--- src/rtl/byte_gpio_pkg.sv ---
package byte_gpio_pkg;
  localparam int BYTE_W    = 8;
  localparam int REPLY_LEN = 3;
  localparam int IDX_W     = $clog2(REPLY_LEN);
  localparam logic [5:0] OPC_TOP = 6'b100000;

  typedef struct packed {
    logic loadVal;
    logic commitSet;
    logic captureGet;
    logic bankSel;
  } ctrlStrobe_t;
endpackage

--- src/rtl/byte_gpio_ctrl.sv ---
module byte_gpio_ctrl
  import byte_gpio_pkg::*;
(
  input  logic              clk,
  input  logic              rstN,
  input  logic              inValid,
  input  logic [BYTE_W-1:0] inData,
  output logic              inReady,
  output logic              outValid,
  input  logic              outReady,
  output logic [IDX_W-1:0]  replyIdx,
  output logic              parserIdle,
  output ctrlStrobe_t       strobe
);
  typedef enum logic [1:0] {ST_IDLE, ST_VALUE, ST_DIR, ST_REPLY} state_t;

  state_t           stQ, stD;
  logic             bankQ;
  logic [IDX_W-1:0] idxQ;
  logic             fireIn, isOpc, lastByte, popReply;

  assign inReady    = (stQ != ST_REPLY);
  assign outValid   = (stQ == ST_REPLY);
  assign parserIdle = (stQ == ST_IDLE);
  assign fireIn     = inValid && inReady;
  assign isOpc      = (inData[BYTE_W-1:2] == OPC_TOP);
  assign lastByte   = (idxQ == IDX_W'(REPLY_LEN - 1));
  assign replyIdx   = idxQ;

  always_comb begin
    stD            = stQ;
    strobe         = '0;
    strobe.bankSel = bankQ;
    popReply       = 1'b0;
    case (stQ)
      ST_IDLE: begin
        strobe.bankSel = inData[1];
        if (fireIn && isOpc) begin
          if (inData[0]) begin
            strobe.captureGet = 1'b1;
            stD               = ST_REPLY;
          end else begin
            stD = ST_VALUE;
          end
        end
      end
      ST_VALUE: begin
        if (fireIn) begin
          strobe.loadVal = 1'b1;
          stD            = ST_DIR;
        end
      end
      ST_DIR: begin
        if (fireIn) begin
          strobe.commitSet = 1'b1;
          stD              = ST_IDLE;
        end
      end
      default: begin
        if (outReady) begin
          popReply = 1'b1;
          if (lastByte) stD = ST_IDLE;
        end
      end
    endcase
  end

  always_ff @(posedge clk or negedge rstN) begin
    if (!rstN) begin
      stQ   <= ST_IDLE;
      bankQ <= 1'b0;
      idxQ  <= '0;
    end else begin
      stQ <= stD;
      if (stQ == ST_IDLE && fireIn && isOpc && !inData[0]) bankQ <= inData[1];
      if (strobe.captureGet)  idxQ <= '0;
      else if (popReply)      idxQ <= idxQ + 1'b1;
    end
  end
endmodule

--- src/rtl/byte_gpio_dpath.sv ---
module byte_gpio_dpath
  import byte_gpio_pkg::*;
#(
  parameter int          DATA_W   = BYTE_W,
  parameter logic [7:0]  STATUS_A = 8'h32,
  parameter logic [7:0]  STATUS_B = 8'h60,
  localparam int         BANKS    = 2,
  localparam int         PIN_W    = BANKS * DATA_W
) (
  input  logic              clk,
  input  logic              rstN,
  input  ctrlStrobe_t       strobe,
  input  logic [DATA_W-1:0] inData,
  input  logic [IDX_W-1:0]  replyIdx,
  input  logic [PIN_W-1:0]  pinIn,
  output logic [PIN_W-1:0]  pinOut,
  output logic [PIN_W-1:0]  pinOe,
  output logic [DATA_W-1:0] outData
);
  logic [DATA_W-1:0] holdQ, replyQ;
  logic [PIN_W-1:0]  syncA, syncB;

  always_ff @(posedge clk or negedge rstN) begin
    if (!rstN) begin
      syncA  <= '0;
      syncB  <= '0;
      holdQ  <= '0;
      replyQ <= '0;
    end else begin
      syncA <= pinIn;
      syncB <= syncA;
      if (strobe.loadVal) holdQ <= inData;
      if (strobe.captureGet) replyQ <= syncB[(strobe.bankSel ? 1 : 0)*DATA_W +: DATA_W];
    end
  end

  for (genvar g = 0; g < BANKS; g++) begin : gBank
    logic [DATA_W-1:0] valQ, dirQ;
    always_ff @(posedge clk or negedge rstN) begin
      if (!rstN) begin
        valQ <= '0;
        dirQ <= '0;
      end else if (strobe.commitSet && (strobe.bankSel == g[0])) begin
        valQ <= holdQ;
        dirQ <= inData;
      end
    end
    assign pinOut[g*DATA_W +: DATA_W] = valQ;
    assign pinOe[g*DATA_W +: DATA_W]  = dirQ;
  end

  always_comb begin
    case (replyIdx)
      IDX_W'(0): outData = STATUS_A;
      IDX_W'(1): outData = STATUS_B;
      default:   outData = replyQ;
    endcase
  end
endmodule

--- src/rtl/byte_gpio_engine.sv ---
module byte_gpio_engine
  import byte_gpio_pkg::*;
#(
  parameter logic [7:0] STATUS_A = 8'h32,
  parameter logic [7:0] STATUS_B = 8'h60,
  localparam int        PIN_W    = 2 * BYTE_W
) (
  input  logic              clk,
  input  logic              rstN,
  input  logic              inValid,
  input  logic [BYTE_W-1:0] inData,
  output logic              inReady,
  output logic              outValid,
  output logic [BYTE_W-1:0] outData,
  input  logic              outReady,
  input  logic [PIN_W-1:0]  pinIn,
  output logic [PIN_W-1:0]  pinOut,
  output logic [PIN_W-1:0]  pinOe
);
  ctrlStrobe_t      strobe;
  logic [IDX_W-1:0] replyIdx;
  logic             parserIdle;

  byte_gpio_ctrl ctrl_i (
    .clk(clk), .rstN(rstN), .inValid(inValid), .inData(inData),
    .inReady(inReady), .outValid(outValid), .outReady(outReady),
    .replyIdx(replyIdx), .parserIdle(parserIdle), .strobe(strobe)
  );

  byte_gpio_dpath #(.DATA_W(BYTE_W), .STATUS_A(STATUS_A), .STATUS_B(STATUS_B)) dpath_i (
    .clk(clk), .rstN(rstN), .strobe(strobe), .inData(inData),
    .replyIdx(replyIdx), .pinIn(pinIn), .pinOut(pinOut), .pinOe(pinOe),
    .outData(outData)
  );
endmodule

--- config.mk ---
export PLATFORM = sky130hd
export DESIGN_NAME = byte_gpio_engine
export DESIGN_NICKNAME = d
export VERILOG_FILES = /design/src/rtl/byte_gpio_pkg.sv /design/src/rtl/byte_gpio_ctrl.sv /design/src/rtl/byte_gpio_dpath.sv /design/src/rtl/byte_gpio_engine.sv
export SDC_FILE = /design/constraint.sdc
export NUM_CORES = 1
export LEC_CHECK = 0
export ABC_AREA = 1
export BUFFER_PORTS_ARGS = -buffer_cell sky130_fd_sc_hd__buf_2
export CORE_MARGIN = 5
export CORE_UTILIZATION = 49
export CTS_CLUSTER_SIZE = 40
export DETAILED_ROUTE_END_ITERATION = 10
export MAX_ROUTING_LAYER = met4
export PLACE_DENSITY = 0.76
export SETUP_SLACK_MARGIN = 0.3
export SYNTH_ARGS = -nofsm -noshare
export SYNTH_HDL_FRONTEND = slang
export SYNTH_SLANG_ARGS = --single-unit
--- constraint.sdc ---
create_clock -name clk -period 1.45 [get_ports clk]
set_input_delay 0.0725 -clock clk [delete_from_list [all_inputs] [get_ports clk]]
set_output_delay 0.0725 -clock clk [all_outputs]
set_load 0.02 [all_outputs]
==> run metrics, run 1 <==
outcome finished with violations; violations in the final reports negative setup slack; starting density of the core about 50%; Warnings, synthesis 0; Area contributors post-synth sky130_fd_sc_hd__dfrtp_1 (63%), sky130_fd_sc_hd__nand2_1 (7.8%), sky130_fd_sc_hd__o21ai_2 (5.2%), sky130_fd_sc_hd__o21ai_0 (4.3%), sky130_fd_sc_hd__inv_1 (4.1%); most common cell in the netlist sky130_fd_sc_hd__dfrtp_1; worst hold path class primary input to flop; total number of nets in the final design roughly 470; global-route wire length before repair between 10000 and 15000 um; met2 wire length 4400 um; final HPWL from detailed placement between 4000 and 5000 um; buffering stage count on the worst path with inverters included 3; critical path cell sequence inv_2 -> ha_4 -> nor2_4 -> inv_4 -> nor2_4 -> buf_6; part of the power in combinational logic between 40 and 50%; total leakage power 2.46 nW; Synth Net Count 348; library cell occupying the most area in the post-synthesis netlist sky130_fd_sc_hd__dfrtp_1; final worst path period need roughly 1.6 ns; final setup violating endpoints 48; worst setup path category flop to output port; CTS root buffer sky130_fd_sc_hd__clkbuf_8; maximum clock insertion buffer count 2; CTS sink cnt 85; antenna cells 0; average wire length per cell after detail routing around 15 um; startpoint kind of the worst setup timing path flop; Worst Path Max Fanout 4; total count of hold-check failures in the final report 0; source-to-sink clock delay at the later pin of the worst-skew pair roughly 0.35 ns; placed insts 461; setup repair after global routing missed its margin yes; final global-route overflow total 0; cell area after placement 3960 um^2; weighted congestion at the end of routability-driven global placement 0.829; clock tree from TritonCTS built; total routing usage reported by global routing a little under a fifth; number of enable flip-flop cells after synthesis 0; Site Rows 30; fraction of synthesized cell area taken by the top area cell type around 63%; router iterations before antenna repair 4; setup ws final -0.132 ns; initial antenna violation count 0; post-synthesis register bit count 85; largest stage delay on the critical path around 0.46 ns; final std cells w/o fill 520; number of levels the H-tree was split into 3; number of distinct standard cells referenced by the synthesized netlist 24; count of mapped cells out of synthesis ~310; Synth Area per Inst 10.8 um^2; drt drc 0; commonest cells in the synthesized netlist sky130_fd_sc_hd__dfrtp_1 (85), sky130_fd_sc_hd__nand2_1 (70), sky130_fd_sc_hd__inv_1 (37); cell family with most CP delay flip-flops; pin count of the biggest net entering global routing 42; switching part of the total power 40.1%; post-layout total power around 9.6 mW; Power Internal about 5.8 mW; count of max-cap constraint violations 0; area delta synth->final 50.0%; die footprint between 8000 and 9000 um^2; clock skew after layout around 0.0057 ns; Post-synth top flop sky130_fd_sc_hd__dfrtp_1; Met1 Routed Length approximately 3200 um; post-route design area slightly above 5000 um^2; power density over the cells between 1500 and 2000 nW/um^2; sequential fraction of the synthesis area 63.4%; register share of total power 36.0%; share of the clock period used by the worst path after layout 109%; slew at the pin closest to its max-slew limit ~0.48 ns; number of I/O pins 70; highest routed metal layer met4; DR iter-0 viols between 70 and 80; number of antenna-violating nets in the routed design 0; Critical Path Slowest Stage Cell sky130_fd_sc_hd__dfrtp_2; total count of max-transition violations in the final report 0; clock power share 17.6%; clock transition time at the flip-flop clock pins of the worst setup and hold paths about 0.090 ns; y dimension of the die around 90 um; most prevalent standard cell on the critical path sky130_fd_sc_hd__nor2_4; wire length reported by the detailed router 8010 um; number of clock buffers inserted by TritonCTS 9; share of final-layout standard cells stronger than drive strength 1 between 50% and 60%; switching component of the power slightly below 4 mW; Data required, critical path approximately 1.4 ns; wire length on met3 roughly 270 um; I/O Buffers approximately 70; Via-to-Cell Ratio 4.98; die outline width between 90 and 100 um; Max Freq 632 MHz; vias in the first global route 2516; core footprint between 6000 and 7000 um^2; crit end category output port; via total after detailed routing about 2600; relative slew slack 68.2%; Netlist Area Pre-Place between 3000 and 4000 um^2; async set-reset flop share out of synthesis between 90% and 100%; maximum resistive drop on vdd 1310 uV; data arrival time of the worst path between 1.5 and 2 ns; setup_tns -3.82 ns
==> final timing paths <==
path	from	to	slack [ns]	cells after the start
max	ctrl_i.replyIdx[0]$_DFFE_PN0P_	outData[3]	-0.13	6
min	inData[2]	dpath_i.gBank[0].dirQ[2]$_DFFE_PN0P_	0.01	3
max reg2reg	ctrl_i.stQ[0]$_DFFE_PN0P_	dpath_i.gBank[1].dirQ[1]$_DFFE_PN0P_	-0.11	8
min reg2reg	dpath_i.syncA[14]$_DFF_PN0_	dpath_i.syncB[14]$_DFF_PN0_	0.35	0
max in group asynchronous	rstN	dpath_i.gBank[1].dirQ[1]$_DFFE_PN0P_	0.71	3
min in group asynchronous	rstN	dpath_i.syncA[3]$_DFF_PN0_	0.21	2
==> area by class of cell <==
class,count,area (um^2)
clock buffers,9,124
clock inverters,7,81.3
fillers,407,1680
inverters,46,200
multi-input cells,174,1390
flip-flops and latches,85,2130
well taps,80,100
repair buffers,119,1010
==> worst min-delay path: cells and delay by family <==
kind            cells  cell delay, ns
compound gates      1            0.07
buf+inv             2            0.18
==> placed cells by master (no fill, tap or decap), types with 2 or more instances in the layout <==
cell / instances
sky130_fd_sc_hd__buf_4: 14
sky130_fd_sc_hd__nor2_1: 2
sky130_fd_sc_hd__buf_8: 2
sky130_fd_sc_hd__inv_4: 2
sky130_fd_sc_hd__nand2_8: 3
sky130_fd_sc_hd__dfrtp_2: 3
sky130_fd_sc_hd__o21ai_0: 6
sky130_fd_sc_hd__nand2_4: 7
sky130_fd_sc_hd__o21ai_2: 36
sky130_fd_sc_hd__nand2_2: 43
sky130_fd_sc_hd__dfrtp_1: 82
sky130_fd_sc_hd__inv_1: 30
sky130_fd_sc_hd__clkbuf_16: 3
sky130_fd_sc_hd__buf_12: 5
sky130_fd_sc_hd__nand2_1: 25
sky130_fd_sc_hd__nor2_2: 2
sky130_fd_sc_hd__nor2_4: 9
sky130_fd_sc_hd__buf_6: 18
sky130_fd_sc_hd__nand4_1: 3
sky130_fd_sc_hd__clkinv_4: 3
sky130_fd_sc_hd__ha_4: 6
sky130_fd_sc_hd__buf_2: 58
sky130_fd_sc_hd__inv_2: 11
sky130_fd_sc_hd__dlygate4sd3_1: 18
sky130_fd_sc_hd__nand3_1: 5
sky130_fd_sc_hd__o21ai_1: 19
sky130_fd_sc_hd__inv_6: 3
sky130_fd_sc_hd__clkbuf_8: 9
==> per-stage QoR <==
step	utilization (%)	worst slack, ns	hold WS (ns)
floorplan	-	0.0163	-0.223
global placement	58.9	-0.00785	0.0176
detailed placement	58.9	-0.0509	0.0209
CTS	68.9	-0.0621	0.00416
global route	74.9	-0.184	0.0116
finish	74.9	-0.132	0.0106
==> flip-flops by register name, indices dropped and copies added, names as in the netlist <==
| signal | cells |
|---|---|
| dpath_i.syncB | 16 |
| dpath_i.holdQ | 8 |
| dpath_i.gBank.valQ | 16 |
| dpath_i.syncA | 16 |
| dpath_i.gBank.dirQ | 16 |
| ctrl_i.bankQ | 1 |
| ctrl_i.replyIdx | 2 |
| dpath_i.replyQ | 8 |
| ctrl_i.stQ | 2 |
==> per-layer routing <==
metal / vias up / track usage (%)
met5: - / -
met4: 0 / 7.33
met3: 13 / 3.25
met2: 61 / 31.1
met1: 1278 / 22.1
li1: 1235 / -
==> repair_timing <==
action	CTS	global route
hold buffers	18	0
resized for setup	65	76
setup endpoints to repair	63	63
endpoints found under the hold margin	46	0
pin swaps	10	7
cloned	3	4
setup buffers	7	11
==> logic make-up (layout without fill, tap and decap cells) <==
| kind of cell | Yosys count | in the layout | share of synthesized area [%] |
|---|---|---|---|
| simple gates | 99 | 101 | 13.6 |
| fa+ha+maj | 8 | 8 | 2.98 |
| flops | 85 | 85 | 63.4 |
| mux | 1 | 1 | 0.336 |
| compound gates | 64 | 64 | 12.3 |
| buf+inv | 55 | 181 | 7.38 |
==> power groups by stage <==
stage	clock, mW	combinational, mW	sequential [mW]
5_1_grt	1.84	4.78	3.54
2_1_floorplan	0	1.63	3.89
4_1_cts	1.71	3.79	3.38
6_report	1.70	4.47	3.47
3_3_place_gp	0	3.09	3.38
3_5_place_dp	0	3.17	3.41
Power figures use the tool's default switching activity.
==> inputs of run 2 (changes only) <==
--- a/config.mk
+++ b/config.mk
@@ -7,12 +7,12 @@
 export LEC_CHECK = 0
 export ABC_AREA = 1
 export BUFFER_PORTS_ARGS = -buffer_cell sky130_fd_sc_hd__buf_2
-export CORE_MARGIN = 5
+export CORE_MARGIN = 2
 export CORE_UTILIZATION = 49
 export CTS_CLUSTER_SIZE = 40
 export DETAILED_ROUTE_END_ITERATION = 10
 export MAX_ROUTING_LAYER = met4
-export PLACE_DENSITY = 0.76
+export PLACE_DENSITY = 0.8
 export SETUP_SLACK_MARGIN = 0.3
 export SYNTH_ARGS = -nofsm -noshare
 export SYNTH_HDL_FRONTEND = slang
==> run 2 against run 1 <==
- via count up 2.8%
- clock skew up 0.0027 ns
- worst hold slack better by 0.0012 ns
- register-to-register slack got worse by 0.05 ns
- the flow still finishes with violations (negative setup slack)
- sequential power increased by 1%
- critical path depth is 3 higher
- sequential share of layout area shrank 0.27 points
- core utilization increased by 0.39 points
- design area increased by 0.52%
- flip-flop and latch count unchanged
- maximum frequency fell by 1.8%
==> run metrics, run 2 (synthesized netlist as in run 1, its figures left out) <==
Layout fillers 389 (-4.4%); area delta synth->final 50.8%; router iterations before antenna repair 4 (unchanged); wire length on met3 317 um (+16%); setup ws final -0.161 ns (-0.0286 ns); starting density of the core 49.9% (unchanged); worst setup path category flop to flop; clock skew after layout 0.00847 ns (+0.00274 ns); die footprint 7530 um^2 (-13%); wire length reported by the detailed router 8210 um (+2.5%); number of I/O pins 70 (unchanged); slew at the pin closest to its max-slew limit 0.475 ns (-0.00141 ns); clock transition time at the flip-flop clock pins of the worst setup and hold paths 0.09 ns (about the same); antenna cells 0 (unchanged); final worst path period need 1.61 ns (+0.0286 ns); number of antenna-violating nets in the routed design 0 (unchanged); switching component of the power 4.03 mW (+4.5%); number of levels the H-tree was split into 3 (unchanged); most common cell after layout, fill and taps aside sky130_fd_sc_hd__dfrtp_1; setup repair after global routing missed its margin yes; share of the clock period used by the worst path after layout 111% (+2.0 points); startpoint of the lowest-slack hold path inData[6]; die outline width 86.8 um (-6.5%); power density over the cells 1990 nW/um^2 (+4.1%); final setup violating endpoints 46 (-4.2%); average wire length per cell after detail routing 15.9 um (+3.5%); endpoint of the worst register-to-register path dpath_i.gBank[0].dirQ[1]$_DFFE_PN0P_; highest routed metal layer met4; Worst Hold Path EP dpath_i.gBank[1].dirQ[6]$_DFFE_PN0P_; outcome finished with violations; final global-route overflow total 0 (unchanged); weighted congestion at the end of routability-driven global placement 0.844 (+1.8%); number of clock buffers inserted by TritonCTS 9 (unchanged); Site Rows 30 (unchanged); Power Internal 6.05 mW (+4.8%); CTS sink cnt 85 (unchanged); count of max-cap constraint violations 0 (unchanged); drt drc 0 (unchanged); total leakage power 2.49 nW (+1.3%); maximum clock insertion buffer count 2 (unchanged); violations in the final reports negative setup slack; final std cells w/o fill 515 (-0.96%); Met1 Routed Length 3340 um (+4.7%); maximum resistive drop on vdd 1440 uV (+9.7%); startpoint kind of the worst setup timing path flop; data arrival time of the worst path 1.85 ns (+0.34 ns); share of final-layout standard cells stronger than drive strength 1 54.5% (-2.1 points); worst hold path class primary input to flop; source-to-sink clock delay at the later pin of the worst-skew pair 0.36 ns (about the same); Max Freq 621 MHz (-1.8%); vias in the first global route 2498 (-0.72%); slack of the worst reg-to-reg path -0.16 ns (-0.05 ns); core footprint 6720 um^2 (unchanged); startpoint of the worst register-to-register path ctrl_i.stQ[0]$_DFFE_PN0P_; I/O Buffers 69 (unchanged); total routing usage reported by global routing 21.0% (+2.6 points); register share of total power 34.8% (-1.2 points); met2 wire length 4320 um (-1.9%); total count of max-transition violations in the final report 0 (unchanged); commonest cells after routing, fill and taps aside sky130_fd_sc_hd__dfrtp_1 (84), sky130_fd_sc_hd__buf_2 (58), sky130_fd_sc_hd__o21ai_2 (33); Data required, critical path 1.69 ns (+0.31 ns); total count of hold-check failures in the final report 0 (unchanged); clock tree from TritonCTS built; relative slew slack 68.3% (+0.094 points); via total after detailed routing 2659 (+2.8%); global-route wire length before repair 11700 um (-3.5%); switching part of the total power 40.0% (-0.070 points); CTS root buffer sky130_fd_sc_hd__clkbuf_8; initial antenna violation count 0 (unchanged); total number of nets in the final design 466 (-1.1%); clock power share 18.8% (+1.2 points); cell depth of the worst min-delay path 3 (unchanged); part of the power in combinational logic 46.5% (about the same); final HPWL from detailed placement 4260 um (-6.1%); y dimension of the die 86.8 um (-6.5%); Worst Path Max Fanout 6 (+2); Via-to-Cell Ratio 5.16 (+3.8%); pin count of the biggest net entering global routing 39 (-7.1%); crit end category flop; number of cells on the worst reg-to-reg path 9 (+1); DR iter-0 viols 131 (+68%); pre-CTS worst setup slack -0.0600 ns (-0.00918 ns); placed insts 461 (unchanged)
==> run 2: how the worst max path moves through the flow <==
| stage | start | to | slack (ns) | cells after the start |
|---|---|---|---|---|
| final | ctrl_i.stQ[0]$_DFFE_PN0P_ | dpath_i.gBank[0].dirQ[1]$_DFFE_PN0P_ | -0.16 | 9 |
| after detailed placement | ctrl_i.stQ[1]$_DFFE_PN0P_ | dpath_i.replyQ[1]$_DFFE_PN0P_ | -0.06 | 8 |
| after floorplan | ctrl_i.stQ[0]$_DFFE_PN0P_ | dpath_i.gBank[0].dirQ[0]$_DFFE_PN0P_ | 0.02 | 8 |
| after global placement | ctrl_i.stQ[1]$_DFFE_PN0P_ | dpath_i.replyQ[4]$_DFFE_PN0P_ | 0.008 | 9 |
| after CTS | ctrl_i.replyIdx[0]$_DFFE_PN0P_ | outData[2] | -0.08 | 5 |
| after global routing | ctrl_i.stQ[0]$_DFFE_PN0P_ | dpath_i.gBank[0].dirQ[0]$_DFFE_PN0P_ | -0.23 | 9 |
==> run 2: through the flow <==
step           cell area (um^2)  utilization (%)  setup TNS, ns  power [mW]  hold WS [ns]
2_1_floorplan              3470                -              0        5.51        -0.223
3_3_place_gp               3960             58.9              0        6.44        0.0515
3_5_place_dp               3960             58.9         -0.280        6.54        0.0593
4_1_cts                    4700             69.9          -1.94        9.18       0.00278
5_1_grt                    5060             75.3          -8.25        10.6       0.00999
6_report                   5060             75.3          -5.06        10.1        0.0118
==> run 2: power groups by stage <==
stage	Sequential [mW]	Combinational [mW]	Clock, mW
after floorplan	3.89	1.63	0
after global placement	3.37	3.08	0
after detailed placement	3.39	3.14	0
after CTS	3.41	3.87	1.90
after global routing	3.56	4.99	2.03
final	3.51	4.68	1.89
==> run 2: final cells by class <==
cell class / count / area (um^2) / share of cell area [%]
sequential: 85 / 2130 / 42.1
multi-input combinational: 173 / 1420 / 28.0
timing repair buffer: 115 / 997 / 19.7
inverter: 46 / 193 / 3.81
clock buffer: 9 / 124 / 2.45
clock inverter: 7 / 103 / 2.03
tap: 80 / 100 / 1.98
==> run 2: what timing repair did <==
action	4_1_cts	5_1_grt
pin swaps	13	13
cloned	3	3
endpoints found under the hold margin	52	0
hold buffers	17	0
gates resized for setup	71	63
setup buffers	8	7
endpoints found under the setup margin	63	63
==> run 2: critical path, stage by stage, from the launching register on <==
cell	delay (ns)
sky130_fd_sc_hd__dfrtp_1	0.44
sky130_fd_sc_hd__ha_4	0.20
sky130_fd_sc_hd__clkinv_4	0.06
sky130_fd_sc_hd__nand2_8	0.07
sky130_fd_sc_hd__nor2_4	0.16
sky130_fd_sc_hd__o211ai_4	0.12
sky130_fd_sc_hd__buf_12	0.15
sky130_fd_sc_hd__clkbuf_16	0.15
sky130_fd_sc_hd__nand2_2	0.07
sky130_fd_sc_hd__o21ai_1	0.07
==> run 2: layer usage <==
layer	vias up	GRT usage, %
met3	26	4.19
li1	1222	-
met2	87	33.4
met1	1324	26.3
met4	0	9.09
met5	-	-
==> inputs of run 3 (changes only) <==
--- a/config.mk
+++ b/config.mk
@@ -11,7 +11,6 @@
 export CORE_UTILIZATION = 49
 export CTS_CLUSTER_SIZE = 40
 export DETAILED_ROUTE_END_ITERATION = 10
-export MAX_ROUTING_LAYER = met4
 export PLACE_DENSITY = 0.8
 export SETUP_SLACK_MARGIN = 0.3
 export SYNTH_ARGS = -nofsm -noshare
==> run 3 against run 2 <==
- core utilization rose by 0.67 points
- the run still ends with negative setup slack left
- highest routed layer unchanged
- design area grew 0.89%
- maximum frequency grew 1.2%
- final cell count increased by 0.39%
- global-route usage decreased by 0.67 points
- largest cell class unchanged
- routed wire length shrank 0.58%
- sequential share of layout area down 0.37 points
- worst setup slack better by 0.019 ns
==> run metrics, run 3 (synthesized netlist as in run 1, its figures left out) <==
outcome finished with violations; violations in the final reports negative setup slack; pre-CTS worst setup slack -0.0600 ns (unchanged); cell depth of the worst min-delay path 3 (unchanged); number of levels the H-tree was split into 3 (unchanged); core utilization of the finished layout 76.0% (+0.67 points); starting density of the core 49.9% (unchanged); critical path cell sequence ha_4 -> clkinv_4 -> nand2_8 -> nor2_4 -> buf_4 -> nand2_4 -> buf_12 -> nand2_4 -> o21ai_2; total count of hold-check failures in the final report 0 (unchanged); average wire length per cell after detail routing 15.8 um (-0.97%); post-layout total power 10.1 mW (+0.28%); share of final-layout standard cells stronger than drive strength 1 55.4% (+0.89 points); number of antenna-violating nets in the routed design 0 (unchanged); antenna cells 0 (unchanged); total routing usage reported by global routing 20.3% (-0.67 points); power density over the cells 1980 nW/um^2 (-0.60%); die footprint 7530 um^2 (unchanged); Crit. path cell count 9 (unchanged); largest stage delay on the critical path 0.45 ns (about the same); Max Freq 628 MHz (+1.2%); endpoint of the worst register-to-register path dpath_i.gBank[1].valQ[7]$_DFFE_PN0P_; weighted congestion at the end of routability-driven global placement 0.831 (-1.5%); placed insts 461 (unchanged); number of clock buffers inserted by TritonCTS 9 (unchanged); hold_ws 0.0113 ns (-0.000477 ns); y dimension of the die 86.8 um (unchanged); slew at the pin closest to its max-slew limit 0.498 ns (+0.0222 ns); drt drc 0 (unchanged); Critical Path Slowest Stage Cell sky130_fd_sc_hd__dfrtp_2; startpoint of the worst register-to-register path ctrl_i.stQ[1]$_DFFE_PN0P_; CTS root buffer sky130_fd_sc_hd__clkbuf_8; Worst Hold Path EP dpath_i.gBank[1].dirQ[6]$_DFFE_PN0P_; via total after detailed routing 2629 (-1.1%); Data required, critical path 1.69 ns (about the same); pin count of the biggest net entering global routing 39 (unchanged); crit end category flop; data arrival time of the worst path 1.83 ns (-0.02 ns); source-to-sink clock delay at the later pin of the worst-skew pair 0.36 ns (about the same); worst setup path category flop to flop; Power Internal 6.08 mW (+0.52%); total leakage power 2.50 nW (+0.44%); switching part of the total power 39.9% (-0.14 points); number of I/O pins 70 (unchanged); vias in the first global route 2486 (-0.48%); Layout fillers 384 (-1.3%); startpoint kind of the worst setup timing path flop; Via-to-Cell Ratio 5.09 (-1.5%); number of cells on the worst reg-to-reg path 9 (unchanged); CTS sink cnt 85 (unchanged); final global-route overflow total 0 (unchanged); maximum clock insertion buffer count 2 (unchanged); commonest cells after routing, fill and taps aside sky130_fd_sc_hd__dfrtp_1 (84), sky130_fd_sc_hd__buf_2 (58), sky130_fd_sc_hd__o21ai_2 (33); core footprint 6720 um^2 (unchanged); die outline width 86.8 um (unchanged); count of max-cap constraint violations 0 (unchanged); most prevalent standard cell on the critical path sky130_fd_sc_hd__nand2_4; share of the clock period used by the worst path after layout 110% (-1.3 points); I/O Buffers 69 (unchanged); maximum resistive drop on vdd 1450 uV (+0.82%); clock power share 18.7% (about the same); Worst Path Max Fanout 8 (+2); clock skew after layout 0.0120 ns (+0.00355 ns); total number of nets in the final design 468 (+0.43%); slack of the worst reg-to-reg path -0.14 ns (+0.02 ns); cell family with most CP delay flip-flops; final worst path period need 1.59 ns (-0.0190 ns); initial antenna violation count 0 (unchanged); area delta synth->final 52.2%; final std cells w/o fill 517 (+0.39%); switching component of the power 4.03 mW (about the same); area of the multi-input gates 1440 um^2 (+1.6%); total count of max-transition violations in the final report 0 (unchanged); relative slew slack 66.8% (-1.5 points); Site Rows 30 (unchanged); startpoint of the lowest-slack hold path inData[6]; DR iter-0 viols 108 (-18%); final HPWL from detailed placement 4260 um (unchanged); router iterations before antenna repair 4 (unchanged); setup repair after global routing missed its margin yes; register share of total power 34.6% (-0.2 points); clock tree from TritonCTS built; sequential standard cell area 2130 um^2 (unchanged); worst hold path class primary input to flop; final setup violating endpoints 48 (+4.3%); buffering stage count on the worst path with inverters included 3 (unchanged); most common cell after layout, fill and taps aside sky130_fd_sc_hd__dfrtp_1; clock transition time at the flip-flop clock pins of the worst setup and hold paths 0.08 ns (about the same); global-route wire length before repair 11600 um (-0.30%); wire length reported by the detailed router 8160 um (-0.58%); setup ws final -0.142 ns (+0.0190 ns); part of the power in combinational logic 46.8% (+0.3 points)
-- run 3: cell types whose count changed in the layout (fill, tap and decap cells not counted) --
| cell | previous run | this run |
|---|---|---|
| sky130_fd_sc_hd__nand2_8 | 2 | 3 |
| sky130_fd_sc_hd__buf_4 | 14 | 13 |
| sky130_fd_sc_hd__nand2_4 | 21 | 20 |
| sky130_fd_sc_hd__o21ai_0 | 11 | 7 |
| sky130_fd_sc_hd__buf_6 | 13 | 15 |
| sky130_fd_sc_hd__o21ai_1 | 17 | 21 |
| sky130_fd_sc_hd__clkinv_8 | 0 | 1 |
| sky130_fd_sc_hd__nand2_2 | 26 | 30 |
| sky130_fd_sc_hd__nand2_1 | 28 | 25 |
| sky130_fd_sc_hd__inv_6 | 5 | 4 |
-- run 3: power groups by stage --
stage | registers (mW) | logic (mW) | clock network [mW]
after global routing | 3.56 | 5.04 | 2.03
after CTS | 3.41 | 3.87 | 1.90
after global placement | 3.37 | 3.08 | 0
after detailed placement | 3.39 | 3.14 | 0
final | 3.49 | 4.73 | 1.89
after floorplan | 3.89 | 1.63 | 0
-- run 3: worst register-to-register path: stages, from the launching register on --
cell                       delay, ns
sky130_fd_sc_hd__dfrtp_2        0.45
sky130_fd_sc_hd__ha_4           0.19
sky130_fd_sc_hd__clkinv_4       0.06
sky130_fd_sc_hd__nand2_8        0.07
sky130_fd_sc_hd__nor2_4         0.15
sky130_fd_sc_hd__buf_4          0.14
sky130_fd_sc_hd__nand2_4        0.12
sky130_fd_sc_hd__buf_12         0.19
sky130_fd_sc_hd__nand2_4        0.06
sky130_fd_sc_hd__o21ai_2        0.05
-- run 3: layout make-up --
class	instances	share of cell area, %
clock buffers	9	2.43
inverters	46	3.92
repair buffers	116	19.8
well taps	80	1.96
flip-flops and latches	85	41.7
multi-input cells	174	28.2
clock inverters	7	2.01
-- run 3: repair_timing --
item                                    CTS  global route
setup buffers                             8             8
pin swaps                                13            13
cloned                                    3             4
endpoints found under the setup margin   63            63
resized for setup                        71            74
endpoints found under the hold margin    52             0
hold buffers                             17             0
-- run 3: metal layers --
layer | up-vias | wire, um | track usage [%]
met5 | - | 0 | 0
met1 | 1312 | 3370 | 25.8
met3 | 12 | 296 | 4.38
met4 | 0 | 160 | 9.09
met2 | 79 | 4340 | 33.5
li1 | 1226 | - | -
-- run 3: worst max-delay path by stage --
| stage | startpoint | to | slack (ns) |
|---|---|---|---|
| 3_5_place_dp | ctrl_i.stQ[1]$_DFFE_PN0P_ | dpath_i.replyQ[1]$_DFFE_PN0P_ | -0.06 |
| 6_report | ctrl_i.stQ[1]$_DFFE_PN0P_ | dpath_i.gBank[1].valQ[7]$_DFFE_PN0P_ | -0.14 |
| 5_1_grt | ctrl_i.stQ[0]$_DFFE_PN0P_ | dpath_i.replyQ[1]$_DFFE_PN0P_ | -0.19 |
| 2_1_floorplan | ctrl_i.stQ[0]$_DFFE_PN0P_ | dpath_i.gBank[0].dirQ[0]$_DFFE_PN0P_ | 0.02 |
| 4_1_cts | ctrl_i.replyIdx[0]$_DFFE_PN0P_ | outData[2] | -0.08 |
| 3_3_place_gp | ctrl_i.stQ[1]$_DFFE_PN0P_ | dpath_i.replyQ[4]$_DFFE_PN0P_ | 0.008 |
-- run 3: through the flow --
| stage | setup TNS [ns] | instance area (um^2) |
|---|---|---|
| after floorplan | 0 | 3470 |
| after global placement | 0 | 3960 |
| after detailed placement | -0.280 | 3960 |
| after CTS | -1.94 | 4700 |
| after global routing | -7.36 | 5110 |
| final | -4.41 | 5110 |
